===== config.mk =====
export PLATFORM = sky130hd
export DESIGN_NAME = rtc_irq_status
export DESIGN_NICKNAME = d
export VERILOG_FILES = /design/src/rtl/rtc_irq_pkg.sv /design/src/rtl/rtc_flag_bank.sv /design/src/rtl/rtc_req_comb.sv /design/src/rtl/rtc_rd_mux.sv /design/src/rtl/rtc_irq_status.sv
export SDC_FILE = /design/constraint.sdc
export NUM_CORES = 1
export LEC_CHECK = 0
export CAP_MARGIN = 20
export CORE_AREA = 2 2 39 41
export DETAILED_ROUTE_END_ITERATION = 6
export DIE_AREA = 0 0 41 43
export PLACE_DENSITY_LB_ADDON = 0.12
export SKIP_LAST_GASP = 1
export SYNTH_ARGS = -nofsm -noshare
export SYNTH_HDL_FRONTEND = slang
export SYNTH_SLANG_ARGS = --single-unit

===== constraint.sdc =====
create_clock -name clk -period 1.3 [get_ports clk]
set_clock_uncertainty 0.1 [all_clocks]
set_input_delay 0.195 -clock clk [delete_from_list [all_inputs] [get_ports clk]]
set_output_delay 0.195 -clock clk [all_outputs]
set_load 0.02 [all_outputs]

===== src/rtl/rtc_irq_pkg.sv =====
package rtc_irq_pkg;
  localparam int NUM_SRC = 3;
  localparam int IDX_UPD = 0;
  localparam int IDX_ALM = 1;
  localparam int IDX_PER = 2;

  typedef enum logic {
    SEL_STATUS = 1'b0,
    SEL_BATT   = 1'b1
  } reg_sel_e;
endpackage


===== src/rtl/rtc_flag_bank.sv =====
module rtc_flag_bank #(
  parameter int N = 3
) (
  input  logic         clk,
  input  logic         rst,
  input  logic [N-1:0] ev,
  input  logic         clr,
  output logic [N-1:0] flags_d,
  output logic [N-1:0] flags_q
);
  for (genvar i = 0; i < N; i++) begin : g_flag
    assign flags_d[i] = (flags_q[i] & ~clr) | ev[i];

    always_ff @(posedge clk) begin
      if (rst) flags_q[i] <= 1'b0;
      else     flags_q[i] <= flags_d[i];
    end

    // a strobe always leaves its flag set
    a_r4_set: assert property (@(posedge clk) disable iff (rst)
      ev[i] |=> flags_q[i]);
    a_r6_set_beats_clear: assert property (@(posedge clk) disable iff (rst)
      (ev[i] && clr) |=> flags_q[i]);
    a_r5_clear: assert property (@(posedge clk) disable iff (rst)
      (clr && !ev[i]) |=> !flags_q[i]);
    a_r7_reset_clear: assert property (@(posedge clk)
      rst |=> !flags_q[i]);
  end
endmodule


===== src/rtl/rtc_req_comb.sv =====
module rtc_req_comb #(
  parameter int N = 3
) (
  input  logic [N-1:0] flags,
  input  logic [N-1:0] en,
  output logic         req
);
  always_comb req = |(flags & en);
endmodule


===== src/rtl/rtc_rd_mux.sv =====
module rtc_rd_mux #(
  parameter int DATA_W = 8,
  parameter int N      = 3
) (
  input  logic              clk,
  input  logic              rst,
  input  logic              rd_en,
  input  logic              sel_batt,
  input  logic              req,
  input  logic [N-1:0]      flags,
  input  logic              bv,
  output logic [DATA_W-1:0] rd_data
);
  localparam int LOW_W = DATA_W - N - 1;

  logic [DATA_W-1:0] stat_word;
  logic [DATA_W-1:0] batt_word;

  always_comb begin
    stat_word = '0;
    stat_word[DATA_W-1] = req;
    stat_word[DATA_W-2 -: N] = flags;
    batt_word = '0;
    batt_word[DATA_W-1] = bv;
  end

  always_ff @(posedge clk) begin
    if (rst)        rd_data <= '0;
    else if (rd_en) rd_data <= sel_batt ? batt_word : stat_word;
  end

  a_r1_low_zero: assert property (@(posedge clk) disable iff (rst)
    (rd_en && !sel_batt) |=> (rd_data[LOW_W-1:0] == '0));
  a_r8_batt_low_zero: assert property (@(posedge clk) disable iff (rst)
    (rd_en && sel_batt) |=> (rd_data[DATA_W-2:0] == '0));
endmodule


===== src/rtl/rtc_irq_status.sv =====
module rtc_irq_status
  import rtc_irq_pkg::*;
#(
  parameter int DATA_W = 8
) (
  input  logic              clk,
  input  logic              rst,
  input  logic              per_evt,
  input  logic              alm_evt,
  input  logic              upd_evt,
  input  logic              per_en,
  input  logic              alm_en,
  input  logic              upd_en,
  input  logic              batt_ok,
  input  logic              rd_en,
  input  logic              wr_en,
  input  logic              reg_sel,
  output logic [DATA_W-1:0] rd_data,
  output logic              irq_n
);
  localparam int N = NUM_SRC;

  logic [N-1:0] ev_vec;
  logic [N-1:0] en_vec;
  logic [N-1:0] flags_d;
  logic [N-1:0] flags_q;
  logic         sel_batt;
  logic         rd_clr;
  logic         req_now;
  logic         req_nxt;
  logic         bv_q;

  always_comb begin
    ev_vec = '0;
    en_vec = '0;
    ev_vec[IDX_PER] = per_evt;
    ev_vec[IDX_ALM] = alm_evt;
    ev_vec[IDX_UPD] = upd_evt;
    en_vec[IDX_PER] = per_en;
    en_vec[IDX_ALM] = alm_en;
    en_vec[IDX_UPD] = upd_en;
  end

  assign sel_batt = (reg_sel_e'(reg_sel) == SEL_BATT);
  assign rd_clr   = rd_en && !sel_batt;

  rtc_flag_bank #(.N(N)) u_flags (
    .clk     (clk),
    .rst     (rst),
    .ev      (ev_vec),
    .clr     (rd_clr),
    .flags_d (flags_d),
    .flags_q (flags_q)
  );

  rtc_req_comb #(.N(N)) u_req_now (
    .flags (flags_q),
    .en    (en_vec),
    .req   (req_now)
  );

  rtc_req_comb #(.N(N)) u_req_nxt (
    .flags (flags_d),
    .en    (en_vec),
    .req   (req_nxt)
  );

  // battery indication: sampled every edge, reset has no effect
  always_ff @(posedge clk) bv_q <= batt_ok;

  always_ff @(posedge clk) begin
    if (rst) irq_n <= 1'b1;
    else     irq_n <= ~req_nxt;
  end

  rtc_rd_mux #(.DATA_W(DATA_W), .N(N)) u_rd (
    .clk      (clk),
    .rst      (rst),
    .rd_en    (rd_en),
    .sel_batt (sel_batt),
    .req      (req_now),
    .flags    (flags_q),
    .bv       (bv_q),
    .rd_data  (rd_data)
  );

  a_r3_irq_tracks_req: assert property (@(posedge clk) disable iff (rst)
    1'b1 |=> (irq_n == !(|(flags_q & $past(en_vec)))));
  a_r9_write_no_effect: assert property (@(posedge clk) disable iff (rst)
    (wr_en && !rd_en && !(|ev_vec)) |=> $stable(flags_q));
  a_r10_batt_read_keeps: assert property (@(posedge clk) disable iff (rst)
    (rd_en && sel_batt && !(|ev_vec)) |=> $stable(flags_q));
  a_r7_reset_irq: assert property (@(posedge clk)
    rst |=> irq_n);
endmodule


After elaboration in Yosys (flattened, before gate mapping). Index checks and enable logic that the tools add are counted. W data, S select, Z words.

Flip-flop bits (word level): 13. Logic and storage cells: 21. Bits of input ports: 12. Output and inout port bits: 9.

Mux-type cells: 1. Reduce and logical (&&, ||, !) cells: 4. Bitwise gates (word level): 10.

Operator list (count): $mux W8 (1); $and A3 B3 Y3 (2); $reduce_or A3 Y1 (2); $and A1 B1 Y1 (3); $or A1 B1 Y1 (3); $not A1 Y1 (2); $logic_and A1 B1 Y1 (1); $logic_not A1 Y1 (1).

Logic depth before layout (Yosys ltp).
Depth after elaboration: 8. Gate-level depth with buffers: 4. Gate-level depth less buffers: 4.

By module. From an unflattened synthesis, not the netlist that was laid out.

Cells, all modules: 44. Area, all modules: 407.9 µm².

Modules (own cells, without submodules): rtc_rd_mux (area each 196.4 µm², times used 1, seq. area each 80.1 µm², cells each 21); rtc_flag_bank (area each 123.9 µm², times used 1, seq. area each 60.1 µm², cells each 15); rtc_irq_status (area each 60.1 µm², times used 1, seq. area each 40.0 µm², cells each 4); rtc_req_comb (area each 13.8 µm², times used 2, seq. area each 0.0 µm², cells each 2).

Worst setup path after synthesis. No wires, ideal clock.

Kind: input-to-reg. Start: in reg_sel. End: reg irq_n. Library setup time: 0.103 ns. Path slack: 0.257 ns. Path buffers: 0. Data required time: 1.097 ns. Cell stages on the path: 4. Data arrival time: 0.841 ns. Cell sequence: nand2b_2 > a21oi_2 > nor2_1 > a222oi_1.

Longest elaborated chain between the ends: 8. Elaborated cells between the ends (all ways): 12. Those cells by class: bitwise (9); reduce/logical (3).

Ends and longest elaborated chain: start, declared (line rtc_irq_status.sv:17) `input logic reg_sel,`; $logic_not A1 Y1 * (line rtc_irq_status.sv:45) `assign rd_clr = rd_en && !sel_batt;`; $logic_and A1 B1 Y1 * (line rtc_irq_status.sv:45); $not A1 Y1 * (line rtc_flag_bank.sv:12) `assign flags_d[i] = (flags_q[i] & ~clr) | ev[i];`; $and A1 B1 Y1 (line rtc_flag_bank.sv:12); $or A1 B1 Y1 (line rtc_flag_bank.sv:12); $and A3 B3 Y3 * (line rtc_req_comb.sv:8) `always_comb req = |(flags & en);`; $reduce_or A3 Y1 * (line rtc_req_comb.sv:8); $not A1 Y1 * (line rtc_irq_status.sv:73) `else irq_n <= ~req_nxt;`; end signal, assigned (line rtc_irq_status.sv:73); end, declared (line rtc_irq_status.sv:19) `output logic irq_n`.

Every way passes the cells marked *; elsewhere a longest branch is shown, timed or not. A chain may end at the register's enable or synchronous reset.

Worst setup path in the final report.
Start: reg u_rd.rd_data[5]. End: out rd_data[5].

RTL lines: start, declared (line rtc_rd_mux.sv:12) `output logic [DATA_W-1:0] rd_data`; start signal, assigned (line rtc_rd_mux.sv:29) `else if (rd_en) rd_data <= sel_batt ? batt_word : stat_word;`; end, declared (line rtc_irq_status.sv:18) `output logic [DATA_W-1:0] rd_data,`.

No word-level cell between the ends.

==> impl_metrics.env <==
export IMPL_instances_no_fill=73
export IMPL_ff_latch_area_um2=180.2
export IMPL_path_cells="dlygate4sd2_1"
export IMPL_preCtsSetupSlack_ns=-0.2769
export IMPL_post_place_cells=69
export IMPL_drive_gt1_frac=0.1404
export IMPL_finalSetupViolCount=0
export IMPL_synth_seq_area_share=0.5106
export IMPL_cts_tree="done"
export IMPL_yosysTopAreaCell="dfxtp_1"
export IMPL_nFillCells=152
export IMPL_synth_top_area_frac=0.5106
export IMPL_post_route_drc_count=0
export IMPL_ir_drop_v=0.0004871
export IMPL_rsz0062_at_grt="no"
export IMPL_power_density_mw_per_mm2=1133
export IMPL_drv_slew=0
export IMPL_synth_area_leaders="dfxtp_1 (51%), buf_4 (8.5%), nand3b_1 (8.5%)"
export IMPL_cp_slowest_stage_delay_ns=0.33
export IMPL_cts_buffer_depth=2
export IMPL_insertion_delay_ns=0.27
export IMPL_min_path_type="input port to register"
export IMPL_area_growth_pct=57.80
export IMPL_post_cts_setup_buffers=0
export IMPL_place_gp_congestion=0.7724
export IMPL_multi_input_area_um2=158.9
export IMPL_critPathKind="register to output pin"
export IMPL_period_minus_slack_ns=1.220
export IMPL_final_cell_mix="dfxtp_1 (9), clkdlybuf4s50_1 (8), a21oi_1 (5), dlygate4sd2_1 (5)"
export IMPL_ys_ff_latch=9
export IMPL_die_w_um=41
export IMPL_final_setup_worst_slack_ns=0.07986
export IMPL_arrival_ns=0.93
export IMPL_critPathTopFamily="flip-flops"
export IMPL_status="finished clean"
export IMPL_post_route_period_util=0.9386
export IMPL_clock_sinks=9
export IMPL_ant_nets=0
export IMPL_first_iter_violations=5
export IMPL_numPortBuffers=15
export IMPL_cts_root_buffer="clkbuf_4"
export IMPL_dpl_hpwl_um=629.5
export IMPL_die_y_um=43
export IMPL_critPathMaxFanout=2
export IMPL_final_common_cell="dfxtp_1"
export IMPL_nets=70
export IMPL_clkTransAtPathRegs_ns=0.06
export IMPL_required_ns=1.00
export IMPL_cts_buffers=3
export IMPL_critPathLaunchType="register"
export IMPL_dieArea_mm2=0.001763
export IMPL_synthesis_area_um2=352.8
export IMPL_p_leak_nw=0.2502
export IMPL_cap_viol_max_count=0
export IMPL_max_freq_mhz=819.6
export IMPL_grt_max_degree=9
export IMPL_grt_pass1_vias=310
export IMPL_ys_types=14
export IMPL_htree_levels=1
export IMPL_core_area_mm2=0.001384
export IMPL_avgSynthCellArea_um2=9.801
export IMPL_holdWs_ns=0.2692
export IMPL_row_count=14
export IMPL_wl_per_cell_um=10.52
export IMPL_yosys_warnings=0
export IMPL_grt_pass1_wl_um=1186
export IMPL_antenna_found_initial=0
export IMPL_timing_setup_tns_ns=0
export IMPL_grt_usage=0.1037
export IMPL_via_per_inst=4.425
export IMPL_initial_core_util=0.2550
export IMPL_drt_pass1_iter_count=4
export IMPL_syn_inst=36
export IMPL_via_count=323
export IMPL_holdBufCountCts=0
export IMPL_final_hold_viol_count=0
export IMPL_critPathBufInv=1
export IMPL_insertedDiodeCount=0
export IMPL_totalWireLength_um=768
export IMPL_crit_path_end_kind="output pin"
export IMPL_cpMaxStageDelayCell="dfxtp_1"
export IMPL_grt_overflow=0
export IMPL_ioPinCount=21
## stage by stage
stage                     utilization  power, mW  area [µm²]
after floorplan                     -     0.3623       364.1
after global placement         0.3807     0.4200       526.8
after detailed placement       0.3807     0.4213       526.8
after CTS                      0.3987     0.6313       551.8
after global routing           0.4024     0.6571       556.8
final                          0.4024     0.6307       556.8
## power by group
part	total (mW)	internal [mW]	switching [mW]
clock	0.221	0.119	0.103
combinational	0.108	0.0569	0.0510
sequential	0.301	0.293	0.00858
## cell families after synthesis
group                  count (synthesis)  share of synthesized area
DFF                                    9                     0.5106
buffers and inverters                  4                    0.08511
other                                  1                    0.01063
AOI/OAI and AO/OA                     10                     0.1844
and+or+nand+nor                       12                     0.2092
## cells in the mapped netlist, drive strengths merged
cell,count
a211oi,1
nand2b,4
conb,1
a21oi,6
nor3,1
a22o,1
nand3b,4
o21ai,1
dfxtp,9
nor2,3
a222oi,1
buf,4
## state kept, by name, indices dropped and copies added, names as in the netlist
name,count
u_rd.rd_data,4
u_flags.flags_q,3
bv_q,1
irq_n,1
## layer usage
layer	share of wire	vias up	track usage	routed length, µm
met1	0.43	138	0.1201	327
met5	0	-	0	0
li1	-	162	-	-
met2	0.42	18	0.1406	320
met3	0.11	5	0.03141	85
met4	0.047	0	0.1000	36
## path summary, 6_finish.rpt
| path | startpoint | cells after the start | to | slack (ns) |
|---|---|---|---|---|
| setup / recovery | u_rd.rd_data[5]$_SDFFE_PP0P_ | 1 | rd_data[5] | 0.08 |
| hold / removal | batt_ok | 1 | bv_q$_DFF_P_ | 0.27 |
| setup reg to reg | u_flags.flags_q[1]$_SDFF_PP0_ | 3 | u_rd.rd_data[7]$_SDFFE_PP0P_ | 0.28 |
| hold reg to reg | u_rd.rd_data[5]$_SDFFE_PP0P_ | 2 | u_rd.rd_data[5]$_SDFFE_PP0P_ | 0.36 |
## timing repair
action | CTS | global route
hold endpoints to repair | 0 | 0
endpoints found under the setup margin | 6 | 1
pin swaps | 0 | 1
gates cloned | 0 | 0
gates resized for setup | 6 | 2
## cell type report
cell class | count | area share
multi-input cells | 26 | 0.2854
repair buffers | 18 | 0.3079
clock buffers | 4 | 0.04719
flip-flops and latches | 9 | 0.3236
well taps | 16 | 0.03596
Note: power is estimated with default switching activity, not from simulation.
